## config.mk

```make
export PLATFORM = sky130hd
export DESIGN_NAME = shift_add_combiner
export DESIGN_NICKNAME = d
export VERILOG_FILES = /design/src/rtl/shift_add_pkg.sv /design/src/rtl/sac_order_tracker.sv /design/src/rtl/sac_slice_weigher.sv /design/src/rtl/sac_accum.sv /design/src/rtl/shift_add_combiner.sv
export SDC_FILE = /design/constraint.sdc
export NUM_CORES = 1
export LEC_CHECK = 0
export BUFFER_PORTS_ARGS = -buffer_cell sky130_fd_sc_hd__buf_4
export CORE_MARGIN = 5
export CORE_UTILIZATION = 55
export DETAILED_ROUTE_END_ITERATION = 7
export GPL_ROUTABILITY_DRIVEN = 0
export GPL_TIMING_DRIVEN = 0
export PLACE_DENSITY = 0.74
export SLEW_MARGIN = 5
export SYNTH_ARGS = -nofsm -noshare
export SYNTH_HDL_FRONTEND = slang
export SYNTH_SLANG_ARGS = --single-unit
```

## constraint.sdc

```tcl
create_clock -name clk -period 2.7 [get_ports clk]
set_input_delay 0.27 -clock clk [delete_from_list [all_inputs] [get_ports clk]]
set_output_delay 0.27 -clock clk [all_outputs]
set_load 0.01 [all_outputs]
```

## src/rtl/shift_add_pkg.sv

```systemverilog
package shift_add_pkg;
  typedef enum logic {
    ARR_POS = 1'b0,
    ARR_NEG = 1'b1
  } array_sel_e;

  function automatic int unsigned geo_sum(input int unsigned base_bits, input int unsigned terms);
    int unsigned s;
    s = 0;
    for (int k = 0; k < int'(terms); k++) s += (1 << (base_bits * k));
    return s;
  endfunction
endpackage

```

## src/rtl/sac_order_tracker.sv

```systemverilog
module sac_order_tracker #(
  parameter int SLICES   = 8,
  parameter int CHANNELS = 16,
  localparam int SL_W    = $clog2(SLICES),
  localparam int POS_W   = $clog2(2 * SLICES),
  localparam int CHAN_W  = $clog2(CHANNELS)
) (
  input  logic              clk,
  input  logic              rst_n,
  input  logic              accept,
  input  logic [SL_W-1:0]   slice,
  input  logic              neg,
  output logic              exp_last,
  output logic              seq_ok,
  output logic [CHAN_W-1:0] chan,
  output logic              err
);
  import shift_add_pkg::*;

  logic [POS_W-1:0] pos_q;
  logic [SL_W-1:0]  exp_slice;
  array_sel_e       exp_arr;
  logic             close_chan;

  assign exp_slice  = pos_q[SL_W-1:0];
  assign exp_arr    = pos_q[POS_W-1] ? ARR_NEG : ARR_POS;
  assign exp_last   = (pos_q == POS_W'(2 * SLICES - 1));
  assign seq_ok     = (slice == exp_slice) && (neg == logic'(exp_arr));
  assign close_chan = accept && (!seq_ok || exp_last);

  always_ff @(posedge clk or negedge rst_n) begin
    if (!rst_n) begin
      pos_q <= '0;
      chan  <= '0;
      err   <= 1'b0;
    end else if (accept) begin
      if (close_chan) begin
        pos_q <= '0;
        chan  <= (chan == CHAN_W'(CHANNELS - 1)) ? '0 : chan + 1'b1;
      end else begin
        pos_q <= pos_q + 1'b1;
      end
      if (!seq_ok) err <= 1'b1;
    end
  end

  AST_ERR_STICKY: assert property (@(posedge clk) disable iff (!rst_n)
    err |=> err);

  AST_CHAN_STEP: assert property (@(posedge clk) disable iff (!rst_n)
    close_chan |=> (chan == (($past(chan) == CHAN_W'(CHANNELS - 1)) ? '0 : $past(chan) + 1'b1)));

  AST_IDLE_HOLD: assert property (@(posedge clk) disable iff (!rst_n)
    !accept |=> ($stable(chan) && $stable(exp_last)));
endmodule

```

## src/rtl/sac_slice_weigher.sv

```systemverilog
module sac_slice_weigher #(
  parameter int CODE_W     = 8,
  parameter int SLICES     = 8,
  parameter int SLICE_BITS = 2,
  parameter int RES_W      = 24,
  localparam int SL_W      = $clog2(SLICES)
) (
  input  logic [CODE_W-1:0]       code,
  input  logic [SL_W-1:0]         slice,
  input  logic                    neg,
  output logic signed [RES_W-1:0] term
);
  logic [RES_W-1:0] scaled [SLICES];

  for (genvar k = 0; k < SLICES; k++) begin : g_shift
    assign scaled[k] = RES_W'(code) << (SLICE_BITS * k);
  end

  logic [RES_W-1:0] picked;
  always_comb begin
    picked = '0;
    for (int k = 0; k < SLICES; k++) begin
      if (slice == SL_W'(k)) picked = scaled[k];
    end
  end

  assign term = neg ? -$signed(picked) : $signed(picked);
endmodule

```

## src/rtl/sac_accum.sv

```systemverilog
module sac_accum #(
  parameter int RES_W  = 24,
  parameter int CHAN_W = 4,
  parameter int MAX_MAG = 5570475
) (
  input  logic                    clk,
  input  logic                    rst_n,
  input  logic                    accept,
  input  logic                    seq_ok,
  input  logic                    last,
  input  logic signed [RES_W-1:0] term,
  input  logic [CHAN_W-1:0]       chan,
  input  logic                    out_ready,
  output logic                    out_valid,
  output logic signed [RES_W-1:0] out_result,
  output logic [CHAN_W-1:0]       out_chan
);
  logic signed [RES_W-1:0] acc_q;
  logic                    load;

  assign load = accept && seq_ok && last;

  always_ff @(posedge clk or negedge rst_n) begin
    if (!rst_n) begin
      acc_q      <= '0;
      out_valid  <= 1'b0;
      out_result <= '0;
      out_chan   <= '0;
    end else begin
      if (accept) begin
        if (!seq_ok || last) acc_q <= '0;
        else                 acc_q <= acc_q + term;
      end
      if (load) begin
        out_result <= acc_q + term;
        out_chan   <= chan;
        out_valid  <= 1'b1;
      end else if (out_ready) begin
        out_valid  <= 1'b0;
      end
    end
  end

  AST_OUT_HOLD: assert property (@(posedge clk) disable iff (!rst_n)
    (out_valid && !out_ready) |=> (out_valid && $stable(out_result) && $stable(out_chan)));

  AST_NO_OVERFLOW: assert property (@(posedge clk) disable iff (!rst_n)
    (int'(acc_q) <= MAX_MAG) && (int'(acc_q) >= -MAX_MAG));

  AST_EMIT_CAUSE: assert property (@(posedge clk) disable iff (!rst_n)
    $rose(out_valid) |-> $past(accept && seq_ok && last));
endmodule

```

## src/rtl/shift_add_combiner.sv

```systemverilog
module shift_add_combiner #(
  parameter int CODE_W     = 8,
  parameter int SLICES     = 8,
  parameter int SLICE_BITS = 2,
  parameter int CHANNELS   = 16,
  parameter int RES_W      = 24,
  localparam int SL_W      = $clog2(SLICES),
  localparam int CHAN_W    = $clog2(CHANNELS)
) (
  input  logic                    clk,
  input  logic                    rst_n,
  input  logic                    in_valid,
  output logic                    in_ready,
  input  logic [CODE_W-1:0]       in_code,
  input  logic [SL_W-1:0]         in_slice,
  input  logic                    in_neg,
  output logic                    out_valid,
  input  logic                    out_ready,
  output logic signed [RES_W-1:0] out_result,
  output logic [CHAN_W-1:0]       out_chan,
  output logic                    seq_error
);
  import shift_add_pkg::*;

  localparam int MAX_MAG = int'((2 ** CODE_W) - 1) * int'(geo_sum(SLICE_BITS, SLICES));

  logic                    accept, exp_last, seq_ok;
  logic [CHAN_W-1:0]       chan;
  logic signed [RES_W-1:0] term;

  assign in_ready = !(exp_last && out_valid && !out_ready);
  assign accept   = in_valid && in_ready;

  sac_order_tracker #(.SLICES(SLICES), .CHANNELS(CHANNELS)) i_track (
    .clk(clk), .rst_n(rst_n), .accept(accept), .slice(in_slice), .neg(in_neg),
    .exp_last(exp_last), .seq_ok(seq_ok), .chan(chan), .err(seq_error)
  );

  sac_slice_weigher #(.CODE_W(CODE_W), .SLICES(SLICES), .SLICE_BITS(SLICE_BITS), .RES_W(RES_W)) i_weigh (
    .code(in_code), .slice(in_slice), .neg(in_neg), .term(term)
  );

  sac_accum #(.RES_W(RES_W), .CHAN_W(CHAN_W), .MAX_MAG(MAX_MAG)) i_acc (
    .clk(clk), .rst_n(rst_n), .accept(accept), .seq_ok(seq_ok), .last(exp_last),
    .term(term), .chan(chan), .out_ready(out_ready),
    .out_valid(out_valid), .out_result(out_result), .out_chan(out_chan)
  );

  AST_READY_RULE: assert property (@(posedge clk) disable iff (!rst_n)
    !in_ready |-> (out_valid && !out_ready));
endmodule

```

Yosys cells after proc, flatten, opt, wreduce, memory -nomap -nowiden --
Index checks and enable logic that the tools add are counted.
Cells by class: add/subtract/negate cells 4, equality and inequality tests 11, multiplexer cells 15, bitwise gates (word level) 1, reductions and logical operators 15
Operators by type and width (number):
- 24-bit 2-to-1 mux | 9
- 24-bit adder | 1
- 24-bit negator | 1
- 3-bit == test, second input constant | 4
- 4-bit by 1-bit adder with 4-bit output, second input constant | 2
- 4-bit == test, second input constant | 2
- 4-bit 2-to-1 mux | 2
- 8-bit 2-to-1 mux | 1
- 1-bit logical AND | 7
- 3-bit by 2-bit == test with 1-bit output, second input constant | 2
- 2-bit AND reduction | 2
- 3-bit by 1-bit == test with 1-bit output, second input constant | 1
- 3-bit == test | 1
- 1-bit logical NOT | 3
- 3-bit logical NOT | 1
- 1-bit 2-to-1 mux | 3
- 2-bit nonzero test | 1
- 1-bit == test | 1
- 1-bit logical OR | 1
- 1-bit inverter | 1
Word-level totals: bits in registers 62, output and inout port bits 31

Longest topological paths before layout --
depth after elaboration 13, gate-level depth with buffers 19

Modules after synthesis --
A second synthesis with hierarchy kept.
Unflattened totals: cells, all modules 610, area, all modules 4999.8 sq um
By module, submodules not included:
- sac_accum | instances 1, cells each 390, area an instance 3378.2 sq um
- sac_slice_weigher | instances 1, cells each 171, area an instance 1097.3 sq um
- sac_order_tracker | instances 1, cells each 47, area an instance 498.0 sq um
- shift_add_combiner | instances 1, cells each 2, area an instance 26.3 sq um

Worst setup path after synthesis --
OpenSTA, ideal clock, no wires.
kind input port to flip-flop, start point input port in_slice[0], end point register i_acc.out_result[22], library setup time 0.135 ns, arrival 3.741 ns, data required time 2.565 ns, path slack -1.175 ns, cell stages on the path 17, path through buf_6 mux2i_4 o32ai_2 nor3_2 nand2_1 nor4_2 nand2_1 o21ai_0 xor2_1 ha_1 a21o_1 a221o_1 a211o_1 o22a_1 and4b_1 a31oi_1 o22ai_1
On the way: word-level cells in the longest chain between the ends 12, elaborated cells on any way between the ends 23, classes of those cells 2 x add/sub; 8 x eq/ne; 9 x mux; 4 x reduce/logical
Ends and longest elaborated chain:
- from (decl) | line shift_add_combiner.sv:15 | input logic [SL_W-1:0] in_slice,
- 3-bit logical NOT | line sac_slice_weigher.sv:23 | if (slice == SL_W'(k)) picked = scaled[k];
- 8-bit 2-to-1 mux | line sac_slice_weigher.sv:23
- 24-bit 2-to-1 mux (7 in a row) | line sac_slice_weigher.sv:23
- 24-bit negator | line sac_slice_weigher.sv:27 | assign term = neg ? -$signed(picked) : $signed(picked);
- 24-bit 2-to-1 mux | line sac_slice_weigher.sv:27
- 24-bit adder | line sac_accum.sv:35 | out_result <= acc_q + term;
- to (signal assigned) | line sac_accum.sv:35
- to (decl) | line sac_accum.sv:15 | output logic signed [RES_W-1:0] out_result,
Parallel ways exist; a longest one is shown, timed or not. A chain may end at the register's enable or synchronous reset.

Worst setup path in the final report --
start point input port in_code[3], end point register i_acc.acc_q[23]
On the way: word-level cells in the longest chain between the ends 12
Ends and longest elaborated chain:
- from (decl) | line shift_add_combiner.sv:14 | input logic [CODE_W-1:0] in_code,
- 8-bit 2-to-1 mux | line sac_slice_weigher.sv:23
- 24-bit 2-to-1 mux (6 in a row) | line sac_slice_weigher.sv:23
- 24-bit 2-to-1 mux * | line sac_slice_weigher.sv:23
- 24-bit negator | line sac_slice_weigher.sv:27
- 24-bit 2-to-1 mux * | line sac_slice_weigher.sv:27
- 24-bit adder * | line sac_accum.sv:32 | else acc_q <= acc_q + term;
- 24-bit 2-to-1 mux * | line sac_accum.sv:31 | if (!seq_ok || last) acc_q <= '0;
- to (signal assigned) | line sac_accum.sv:32
- to (decl) | line sac_accum.sv:18 | logic signed [RES_W-1:0] acc_q;
Mark *: on every way between the ends. The rest lies on a longest branch, timed or not.

==> out/qor.yml <==
num_io_pins: 47
core_um2: 8220
syn2layout_area_growth_pct: 43.6
hold_viol: 11
ant_nets: 0
route.detailed.drc: 0
end_kind: "flip-flop"
synth_edf_count: 0
synth_nets: 592
vias: 5039
finalMaxSlewViolations: 0
die_area_um2: 10400
max_freq_mhz: 258
cap_viol_max_count: 0
ir_drop_mv: 0.430
hold_path_class: "in2async"
num_rows: 33
total_power_mw: 2.89
antenna_found_initial: 0
yosys_most_used_dff: "dfrtp_1"
r2r_cells: 9
cts_buffers: 9
violations: "negative hold slack, negative setup slack"
clock_latency_ns: 0.35
min_period_over_period_pct: 144
cts_tree: "yes"
required_ns: 2.98
powerDensity_nw_per_um2: 432
drive_above_1_share_pct: 38.6
place_hpwl_um: 9400
synth_cell_types: 65
worstPathArrival_ns: 4.15
syn_area_um2: 4650
start_kind: "primary input"
clock_skew_ns: 0.0124
grt_pass1_vias: 4696
synth_cells: 546
grt_first_pass_wirelength_um: 23100
via_per_inst: 6.48
yosysSeqAreaShare_pct: 33.4
timing.setup.critical_path_class: "in2reg"
crit_path_max_fanout: 5
place_inst: 693
initial_core_util_pct: 56.6
grt_overflow: 0
avgSynthCellArea_um2: 8.52
root_buffer: "clkbuf_8"
gr-usage-all-layers_pct: 27.9
rsz0062_at_grt: "yes"
min_period_ns: 3.88
place_ws_ns: -1.61
cts.sinks: 62
p_leak_nw: 3.21
io_buffers: 42
htree_levels: 3
first_pass_iters: 5
fp.dieW_um: 102
layout.cells.non_filler: 778
max_slew_margin_pct: 47.4
worst_slew_pin_slew_ns: 0.789
final.setup.tns_ns: -25.44
num_antenna_cells: 0
die_h_um: 102
async_reset_ff_share_pct: 100
timing.hold.ws_ns: -0.0138
wire_per_inst_um: 21.1
fill_cells: 485
grt_max_degree: 63
clk_pin_slew_ns: 0.07
status: "finished, violations left"
finalSetupViolations: 36
cts.path.max_buffers: 2
ys_ff_latch: 62
cts_hold_buf: 0
drt_iter0_drc: 472
final_nets: 714
yosys_warnings: 0
drt-total-wl_um: 16400
setup_ws_ns: -1.18
registers in the layout (all words and copies together), names as in the netlist:
| name | flops |
|---|---|
| i_track.chan | 4 |
| i_acc.out_valid | 1 |
| i_acc.acc_q | 24 |
| i_track.pos_q | 4 |
| i_acc.out_chan | 4 |
| i_acc.out_result | 24 |
| i_track.err | 1 |
layout make-up:
type / count / area, um^2 / share of cell area [%]
Multi-Input combinational cell: 445 / 3610 / 54.1
Sequential cell: 62 / 1550 / 23.2
Timing Repair Buffer: 113 / 963 / 14.4
Buffer: 23 / 153 / 2.29
Clock buffer: 10 / 138 / 2.06
Tap cell: 105 / 131 / 1.97
Clock inverter: 6 / 68.8 / 1.03
Inverter: 14 / 58.8 / 0.880
synth_stat cells, types with 2 or more instances:
cell        n  area, um^2
mux2i_1     5        50.1
o41ai_1     2        17.5
buf_1       3        11.3
a21o_1     11        82.6
nor3_1     11        55.1
nand2b_1    8        50.1
nor4_1      2        12.5
and4_1      2        17.5
a31oi_1     5        31.3
o21ai_0    50         250
o22ai_1     6        37.5
a22o_1     16         140
nor3_2      2        20.0
o22a_1      3        26.3
dfrtp_1    62        1550
nor3b_1     2        15.0
o21bai_1    6        45.0
o31ai_1     8        60.1
a211oi_1    2        15.0
ha_1       29         363
nand3_1     8        40.0
mux2i_2     2        27.5
a21oi_1    30         150
nand4_1     6        37.5
xor2_1     17         149
and2_1      3        18.8
nor2b_1     2        12.5
nand2_1   110         413
and3_1      5        31.3
or2_2       4        25.0
mux2_2      7        78.8
nor2_1     24        90.1
a211o_1     3        26.3
clkbuf_1   14        52.6
inv_1      14        52.6
buf_2       6        30.0
o211ai_1    3        22.5
xnor2_1    25         219
mux2i_4     2        45.0
repair_timing:
action,CTS,global route
resized for setup,84,68
cloned,0,1
buffers inserted,42,30
setup endpoints to repair,35,38
pin swaps,53,61
cells by family after synthesis:
group | count (synthesis) | synth area share (%)
multiplexers | 16 | 4.33
AND/OR/NAND/NOR | 199 | 20.0
XOR/XNOR | 42 | 7.91
buffers and inverters | 39 | 3.55
AO/OA/AOI/OAI | 158 | 22.6
flip-flops | 62 | 33.4
adder cells (fa/ha/maj) | 30 | 8.23
metal layers:
| layer | vias up | routed length (um) | track usage, % |
|---|---|---|---|
| met5 | - | 0 | 0 |
| li1 | 2204 | - | - |
| met2 | 321 | 8060 | 47.6 |
| met4 | 0 | 1090 | 10.8 |
| met3 | 110 | 1200 | 4.91 |
| met1 | 2404 | 6080 | 35.5 |
per-stage QoR:
stage	area, um^2	util [%]
6_report	6680	81.3
5_1_grt	6680	81.3
4_1_cts	6130	74.6
3_5_place_dp	5250	63.9
3_3_place_gp	5250	63.9
2_1_floorplan	4810	-
power by group:
part / switching, mW / internal (mW)
Combinational: 0.560 / 0.454
Clock: 0.398 / 0.456
Sequential: 0.0503 / 0.969
Total: 1.01 / 1.88
final timing paths:
kind                                               startpoint                             to  slack, ns
worst max-delay path                               in_code[3]    i_acc.acc_q[23]$_DFFE_PN0P_      -1.18
worst min-delay path                                    rst_n     i_acc.acc_q[8]$_DFFE_PN0P_      -0.01
worst max register to register     i_acc.acc_q[7]$_DFFE_PN0P_    i_acc.acc_q[23]$_DFFE_PN0P_      -0.03
worst min register to register  i_acc.out_chan[3]$_DFFE_PN0P_  i_acc.out_chan[3]$_DFFE_PN0P_       0.48
max in group asynchronous                               rst_n    i_acc.acc_q[23]$_DFFE_PN0P_       2.17
min in group clk                                    out_ready    i_acc.out_valid$_DFFE_PN0P_       0.11
worst max-delay path: stages:
cell	delay, ns
buf_12	0.11
buf_12	0.13
mux2i_4	0.24
o32ai_4	0.18
nor3_4	0.19
buf_4	0.16
nand2_4	0.07
buf_6	0.12
nor3_2	0.19
nand2_1	0.09
nand2_1	0.11
xor2_1	0.24
ha_1	0.25
o211ai_1	0.17
nor3_1	0.34
o21ai_2	0.17
nand3_2	0.15
o211ai_1	0.16
and3_1	0.21
or4_1	0.49
nand3_1	0.10
layout by cell type (no fill, tap or decap), types with 13 or more instances in the layout:
cell	count
dfrtp_1	62
ha_1	21
o21ai_1	13
nand2_1	103
a21oi_1	18
xor2_1	15
o21ai_0	25
buf_6	16
buf_4	96
a22o_1	16
xnor2_1	16
nor2_1	15
(Power assumes the default switching activity.)
